--- config.mk ---
export PLATFORM = sky130hd
export DESIGN_NAME = spi_multi_ctrl
export DESIGN_NICKNAME = d
export VERILOG_FILES = /design/src/rtl/spi_mc_pkg.sv /design/src/rtl/spi_mc_ctlreg.sv /design/src/rtl/spi_mc_engine.sv /design/src/rtl/spi_mc_route.sv /design/src/rtl/spi_multi_ctrl.sv
export SDC_FILE = /design/constraint.sdc
export NUM_CORES = 1
export LEC_CHECK = 0
export CAP_MARGIN = 30
export CORE_ASPECT_RATIO = 1.4
export CORE_UTILIZATION = 52
export CTS_BUF_LIST = sky130_fd_sc_hd__clkbuf_4 sky130_fd_sc_hd__clkbuf_8 sky130_fd_sc_hd__clkbuf_16
export CTS_CLUSTER_SIZE = 28
export DETAILED_ROUTE_END_ITERATION = 10
export PLACE_DENSITY = 0.95
export SYNTH_ARGS = -nofsm -noshare
export SYNTH_HDL_FRONTEND = slang
export SYNTH_SLANG_ARGS = --single-unit
--- constraint.sdc ---
create_clock -name clk -period 3.15 [get_ports clk]
set_input_delay 0.63 -clock clk [delete_from_list [all_inputs] [get_ports clk]]
set_output_delay 0.63 -clock clk [all_outputs]
set_load 0.02 [all_outputs]
--- src/rtl/spi_mc_pkg.sv ---
package spi_mc_pkg;

    typedef enum logic [1:0] {
        ST_IDLE,
        ST_LOW,
        ST_HIGH,
        ST_DONE
    } shift_state_e;

    localparam logic [15:0] CTL_WMASK = 16'hCF03;
    localparam int CTL_EN   = 15;
    localparam int CTL_IRQ  = 14;
    localparam int CTL_HOLD = 11;
    localparam int CTL_W16  = 10;
    localparam int CTL_BUSY = 7;
    localparam int SEL_W    = 2;

endpackage

--- src/rtl/spi_mc_ctlreg.sv ---
module spi_mc_ctlreg
    import spi_mc_pkg::*;
(
    input  logic             clk,
    input  logic             rst_n,
    input  logic             wr,
    input  logic [15:0]      wdata,
    output logic [15:0]      ctl_q,
    output logic             view_en,
    output logic [SEL_W-1:0] view_sel,
    output logic [1:0]       view_div,
    output logic             view_hold
);
    logic [15:0] masked;
    logic [15:0] view;

    assign masked = wdata & CTL_WMASK;

    always_ff @(posedge clk or negedge rst_n) begin
        if (!rst_n)
            ctl_q <= '0;
        else if (wr)
            ctl_q <= masked;
    end

    // control in effect for a data write in the same access
    assign view      = wr ? masked : ctl_q;
    assign view_en   = view[CTL_EN];
    assign view_sel  = view[9:8];
    assign view_div  = view[1:0];
    assign view_hold = view[CTL_HOLD];

endmodule

--- src/rtl/spi_mc_engine.sv ---
module spi_mc_engine
    import spi_mc_pkg::*;
#(
    parameter int DIV_UNIT = 1
) (
    input  logic       clk,
    input  logic       rst_n,
    input  logic       start,
    input  logic [7:0] tx_byte,
    input  logic [1:0] div_code,
    input  logic       hold_in,
    input  logic       miso_bit,
    output logic       busy,
    output logic       sck,
    output logic       mosi,
    output logic       done,
    output logic [7:0] rx_byte,
    output logic       cs_active
);
    localparam int MAXH  = DIV_UNIT << 3;
    localparam int CNT_W = ($clog2(MAXH) < 1) ? 1 : $clog2(MAXH);

    shift_state_e state_q, state_d;
    logic [CNT_W-1:0] cnt_q;
    logic [CNT_W-1:0] half_m1;
    logic [2:0]       bit_q;
    logic [1:0]       div_q;
    logic [7:0]       tx_q;
    logic [7:0]       rx_sh_q;
    logic             hold_q;
    logic             held_q;
    logic             last_half;

    assign half_m1   = CNT_W'((DIV_UNIT << div_q) - 1);
    assign last_half = (cnt_q == half_m1);

    always_comb begin
        state_d = state_q;
        unique case (state_q)
            ST_IDLE: if (start) state_d = ST_LOW;
            ST_LOW:  if (last_half) state_d = ST_HIGH;
            ST_HIGH: if (last_half) state_d = (bit_q == 3'd7) ? ST_DONE : ST_LOW;
            ST_DONE: state_d = ST_IDLE;
            default: state_d = ST_IDLE;
        endcase
    end

    always_ff @(posedge clk or negedge rst_n) begin
        if (!rst_n) state_q <= ST_IDLE;
        else        state_q <= state_d;
    end

    always_ff @(posedge clk or negedge rst_n) begin
        if (!rst_n) begin
            cnt_q   <= '0;
            bit_q   <= '0;
            div_q   <= '0;
            tx_q    <= '0;
            rx_sh_q <= '0;
            rx_byte <= '0;
            hold_q  <= 1'b0;
            held_q  <= 1'b0;
        end else begin
            if ((state_q == ST_LOW || state_q == ST_HIGH) && !last_half)
                cnt_q <= cnt_q + 1'b1;
            else
                cnt_q <= '0;
            unique case (state_q)
                ST_IDLE: if (start) begin
                    tx_q   <= tx_byte;
                    bit_q  <= '0;
                    div_q  <= div_code;
                    hold_q <= hold_in;
                end
                ST_LOW: if (last_half)
                    rx_sh_q <= {rx_sh_q[6:0], miso_bit};
                ST_HIGH: if (last_half) begin
                    tx_q  <= {tx_q[6:0], 1'b0};
                    bit_q <= bit_q + 1'b1;
                    if (bit_q == 3'd7) rx_byte <= rx_sh_q;
                end
                ST_DONE: held_q <= hold_q;
                default: ;
            endcase
        end
    end

    always_comb begin
        busy      = (state_q != ST_IDLE);
        sck       = (state_q == ST_HIGH);
        mosi      = (state_q == ST_LOW || state_q == ST_HIGH) ? tx_q[7] : 1'b0;
        done      = (state_q == ST_DONE);
        cs_active = busy || held_q;
    end

endmodule

--- src/rtl/spi_mc_route.sv ---
module spi_mc_route
    import spi_mc_pkg::*;
#(
    parameter int NUM_DEV = 2
) (
    input  logic               cs_active,
    input  logic [SEL_W-1:0]   sel_held,
    input  logic [NUM_DEV-1:0] miso,
    output logic [NUM_DEV-1:0] cs_n,
    output logic               miso_bit
);
    for (genvar i = 0; i < NUM_DEV; i++) begin : g_cs
        assign cs_n[i] = ~(cs_active && (sel_held == SEL_W'(i)));
    end

    always_comb begin
        miso_bit = 1'b0;
        for (int i = 0; i < NUM_DEV; i++)
            if (sel_held == SEL_W'(i)) miso_bit = miso[i];
    end

endmodule

--- src/rtl/spi_multi_ctrl.sv ---
module spi_multi_ctrl
    import spi_mc_pkg::*;
#(
    parameter int NUM_DEV  = 2,
    parameter int DIV_UNIT = 1
) (
    input  logic               clk,
    input  logic               rst_n,
    input  logic               bus_wr,
    input  logic               bus_addr,
    input  logic               bus_wide,
    input  logic [23:0]        bus_wdata,
    output logic [31:0]        bus_rdata,
    output logic               irq,
    output logic               mode16_flag,
    output logic               sck,
    output logic               mosi,
    input  logic [NUM_DEV-1:0] miso,
    output logic [NUM_DEV-1:0] cs_n
);
    localparam logic [SEL_W:0] DEV_LIMIT = (SEL_W + 1)'(NUM_DEV);

    logic [15:0]      ctl_q;
    logic             view_en, view_hold;
    logic [SEL_W-1:0] view_sel;
    logic [1:0]       view_div;
    logic             ctl_wr, data_wr, start;
    logic [7:0]       data_byte;
    logic             eng_busy, eng_done, cs_active, miso_bit;
    logic [7:0]       rx_byte;
    logic [SEL_W-1:0] sel_held;
    logic             rd_ok;
    logic [7:0]       data_rd;
    logic [15:0]      ctl_rd;

    assign ctl_wr    = bus_wr && !bus_addr;
    assign data_wr   = bus_wr && (bus_addr || bus_wide);
    assign data_byte = bus_addr ? bus_wdata[7:0] : bus_wdata[23:16];

    spi_mc_ctlreg u_ctl (
        .clk       (clk),
        .rst_n     (rst_n),
        .wr        (ctl_wr),
        .wdata     (bus_wdata[15:0]),
        .ctl_q     (ctl_q),
        .view_en   (view_en),
        .view_sel  (view_sel),
        .view_div  (view_div),
        .view_hold (view_hold)
    );

    assign start = data_wr && view_en && ({1'b0, view_sel} < DEV_LIMIT) && !eng_busy;

    always_ff @(posedge clk or negedge rst_n) begin
        if (!rst_n)     sel_held <= '0;
        else if (start) sel_held <= view_sel;
    end

    spi_mc_engine #(.DIV_UNIT(DIV_UNIT)) u_eng (
        .clk       (clk),
        .rst_n     (rst_n),
        .start     (start),
        .tx_byte   (data_byte),
        .div_code  (view_div),
        .hold_in   (view_hold),
        .miso_bit  (miso_bit),
        .busy      (eng_busy),
        .sck       (sck),
        .mosi      (mosi),
        .done      (eng_done),
        .rx_byte   (rx_byte),
        .cs_active (cs_active)
    );

    spi_mc_route #(.NUM_DEV(NUM_DEV)) u_route (
        .cs_active (cs_active),
        .sel_held  (sel_held),
        .miso      (miso),
        .cs_n      (cs_n),
        .miso_bit  (miso_bit)
    );

    assign rd_ok   = ctl_q[CTL_EN] && ({1'b0, ctl_q[9:8]} < DEV_LIMIT);
    assign data_rd = rd_ok ? rx_byte : 8'h00;
    assign ctl_rd  = ctl_q | (16'(eng_busy) << CTL_BUSY);

    always_comb begin
        if (bus_addr)      bus_rdata = {24'h0, data_rd};
        else if (bus_wide) bus_rdata = {8'h0, data_rd, ctl_rd};
        else               bus_rdata = {16'h0, ctl_rd};
    end

    assign irq         = eng_done && ctl_q[CTL_IRQ];
    assign mode16_flag = ctl_q[CTL_W16];

endmodule

==> reports/qor.yml <==
flow_run:
  cap_violations: 0
logic_synthesis:
  syn-instance-count: 219
  distinct_cells_synth: 41
  postSynth.asyncResetShare_pct: 100
  proportion_of_synthesized_chip_area_in_sequential_cells_pct: 46.2
  synthTopCellsByArea: "dfrtp_1 46%, mux2_2 16%, and2_1 3.8%"
  synth-warning-count: 0
  synth_top_area_share_pct: 46.2
  synth_area_um2: 2490
  post_synthesis_cell_type_with_the_largest_combined_area: "dfrtp_1"
  synth.avg_cell_area_um2: 11.4
  synth_ff_type: "dfrtp_1"
  number_of_storage_elements_in_the_synthesis_netlist: 46
  synth-edff-count: 0
clock_tree:
  numCtsBuffers: 5
  worstSkewPairLatency_ns: 0.31
  postCtsSetupBuffers: 0
  clkSlewWorstSetupHoldPaths_ns: 0.09
  ctsHoldBuffers: 0
  clock_tree.htree_level_count: 2
  cts_repair_resize_count: 0
  cts_root_buffer: "clkbuf_8"
  ctsLongestPathBuffers: 2
  clock-sinks: 46
  cts_tree: "built"
timing:
  setup_tns_final_ns: 0
  hold_viol_final: 0
  worst_slew_pin_slew_ns: 0.523
  maxSlewHeadroom_pct: 65.2
  rsz0062_at_grt: "no"
  final_min_period_over_clock_period_pct: 96.4
  timing_max_transition_violations_final: 0
  timing.final.setup_violations: 0
  finalWorstPathRequiredPeriod_ns: 3.04
  maximum_frequency_from_static_timing_analysis_ghz: 0.329
  whs_ns: 0.196
  final.setup_skew_ns: 0.0115
drt:
  drtAntennaViolNets: 0
  drc_errors: 0
  drt-total-wl_um: 5300
  routedWlPerCell_um: 15.5
  firstDrtPassIters: 4
  post_drt_via_cell_ratio: 5.38
  drt_iter0_drcs: 53
  detailroute.via_count: 1847
critical_path:
  rr_worst_depth: 5
  timing.critical_path.arrival_ns: 2.41
  most_numerous_cell_on_the_critical_path: "clkdlybuf4s50_1"
  timing.rr.start: "u_eng.state_q[0]$_DFFE_PN0P_"
  cp_slowest_stage_delay_ns: 0.64
  path_max_fanout: 8
  worst-setup-path-type: "in2out"
  worstPathCellList: "clkdlybuf4s50_1, and3b_1, nand2_1, o21ai_0, clkdlybuf4s50_1"
  crit_path_end_kind: "output port"
  cp.required_ns: 2.52
  setup.reg_to_reg.worst_slack_ns: 1.13
  slowest_stage: "clkdlybuf4s50_1"
  reg2reg_to: "u_eng.rx_byte[7]$_DFFE_PN0P_"
  startpoint: "bus_addr"
  timing.critical_path.from_type: "input pin"
die:
  num_rows: 29
  initial_core_utilization_pct: 54.5
  fp.dieW_um: 60.5
  design.portCount: 69
  fp.coreArea_um2: 4570
  area_of_the_die_um2: 5080
  floorplan.die.height_um: 83.9
finish:
  diodes: 0
  fillers: 334
  ratio_of_cells_with_drive_above_1_in_the_final_layout_pct: 22.1
  finish.net_count: 318
  post-route-util_pct: 69.8
  finish.cell_count_without_fillers: 343
  synthToLayoutAreaGrowth_pct: 28.1
global_routing:
  pin_count_of_the_biggest_net_entering_global_routing: 47
  first_global_vias: 1906
  grt_pass1_wl_um: 8970
  antenna_violations_before_repair: 0
  grtUsageTotal_pct: 23.8
  globalRoute.totalOverflow: 0
power_and_ir_drop:
  clockPowerShare_pct: 16.6
  cellPowerDensity_nw_per_um2: 712
  power.switching_fraction_pct: 37.7
  internal_power_mw: 1.42
  combPwrFrac_pct: 42.3
  seq_power_share_pct: 41.1
  p_sw_uw: 857
  total_leakage_power_nw: 1.42
  irDropWorstVdd_uv: 395
place:
  post-dp-hpwl_um: 3980
  gp_routability_congestion: 0.784
  port_buffers: 56
  place.detailed.instances: 334
worst_hold_path:
  worst_hold_path_type: "in2async"
outcome:
  status: "completed"
## power by group through the flow
stage	registers, mW	logic, mW	clock network [mW]
after floorplan	0.896	0.704	0
after global placement	0.922	0.916	0
final	0.935	0.961	0.377
after global routing	0.962	1.06	0.404
after detailed placement	0.944	0.952	0
after CTS	0.931	0.960	0.379
## worst max path at each step
stage	slack (ns)	depth (start not counted)	end
finish	0.11	5	bus_rdata[1]
global route	0.02	5	bus_rdata[7]
CTS	0.10	5	bus_rdata[1]
detailed placement	0.1	5	bus_rdata[1]
global placement	0.18	5	bus_rdata[1]
floorplan	0.89	4	bus_rdata[16]
## sequential cells by signal (all words and copies together), names as in the netlist
name	count
u_eng.rx_sh_q	8
u_eng.bit_q	3
u_eng.tx_q	8
u_eng.hold_q	1
u_eng.state_q	2
u_eng.div_q	2
u_ctl.ctl_q	8
u_eng.rx_byte	8
u_eng.cnt_q	3
sel_held	2
u_eng.held_q	1
## final cells by class
class                      count  area [um2]  area share (%)
multi-input combinational    148        1190            37.4
sequential                    46        1150            36.1
timing repair buffer          62         613            19.2
tap                           62        77.6            2.43
clock buffer                   5        68.8            2.16
inverter                      17        63.8            2.00
clock inverter                 3        25.0           0.784
## cells by family after synthesis
logic type / count (synthesis) / share of synthesized area [%]
AOI/OAI and AO/OA: 31 / 10.3
other: 1 / 0.150
DFF: 46 / 46.2
buffers and inverters: 34 / 7.33
adders and majority gates: 7 / 3.51
muxes: 40 / 18.3
xor gates and xnor gates: 1 / 0.351
and+or+nand+nor: 59 / 13.9
## placed cells by master, fill, tap and decap left out, drive strengths merged, types with 2 or more instances in the layout
| cell | count |
|---|---|
| a21oi | 5 |
| a2bb2oi | 2 |
| a311oi | 3 |
| a31oi | 2 |
| and2 | 15 |
| and3b | 3 |
| buf | 7 |
| clkbuf | 5 |
| clkdlybuf4s50 | 55 |
| conb | 10 |
| dfrtp | 46 |
| ha | 7 |
| inv | 18 |
| mux2 | 38 |
| mux2i | 2 |
| nand2 | 14 |
| nand2b | 2 |
| nand3 | 2 |
| nand3b | 2 |
| nor2 | 6 |
| nor2b | 10 |
| o21ai | 6 |
| o221ai | 7 |
## synth_stat cells, drive strengths merged (2+ instances only)
master and n:
a31oi 2, inv 17, ha 7, nand3 2
nand3b 2, o21ai 6, buf 14, nor2b 10
clkbuf 3, nand2b 2, mux2 38, dfrtp 46
nor2 6, and2 15, mux2i 2, nand2 14
and3b 3, o221ai 7, a2bb2oi 2, a311oi 3
a21oi 5
## worst max-delay path: cells and delay by family
family,cells,cell delay (ns)
AO/OA/AOI/OAI,1,0.10
buffers and inverters,2,1.19
AND/OR/NAND/NOR,2,0.49
## layer usage
layer / track usage (%) / vias up / share of wire, % / wire (um)
li1: - / 861 / - / -
met1: 28.4 / 928 / 41 / 2160
met2: 41.3 / 49 / 55 / 2910
met3: 4.50 / 9 / 2.8 / 151
met4: 8.06 / 0 / 1.7 / 89
met5: 0 / - / 0 / 0
## metrics by stage
stage	setup slack, ns	total power [mW]	cell area (um2)
after global placement	0.178	1.84	3080
after global routing	0.0229	2.43	3190
after CTS	0.102	2.27	3170
final	0.112	2.27	3190
after detailed placement	0.0994	1.90	3080
after floorplan	0.887	1.60	2530
(Power assumes the default switching activity.)
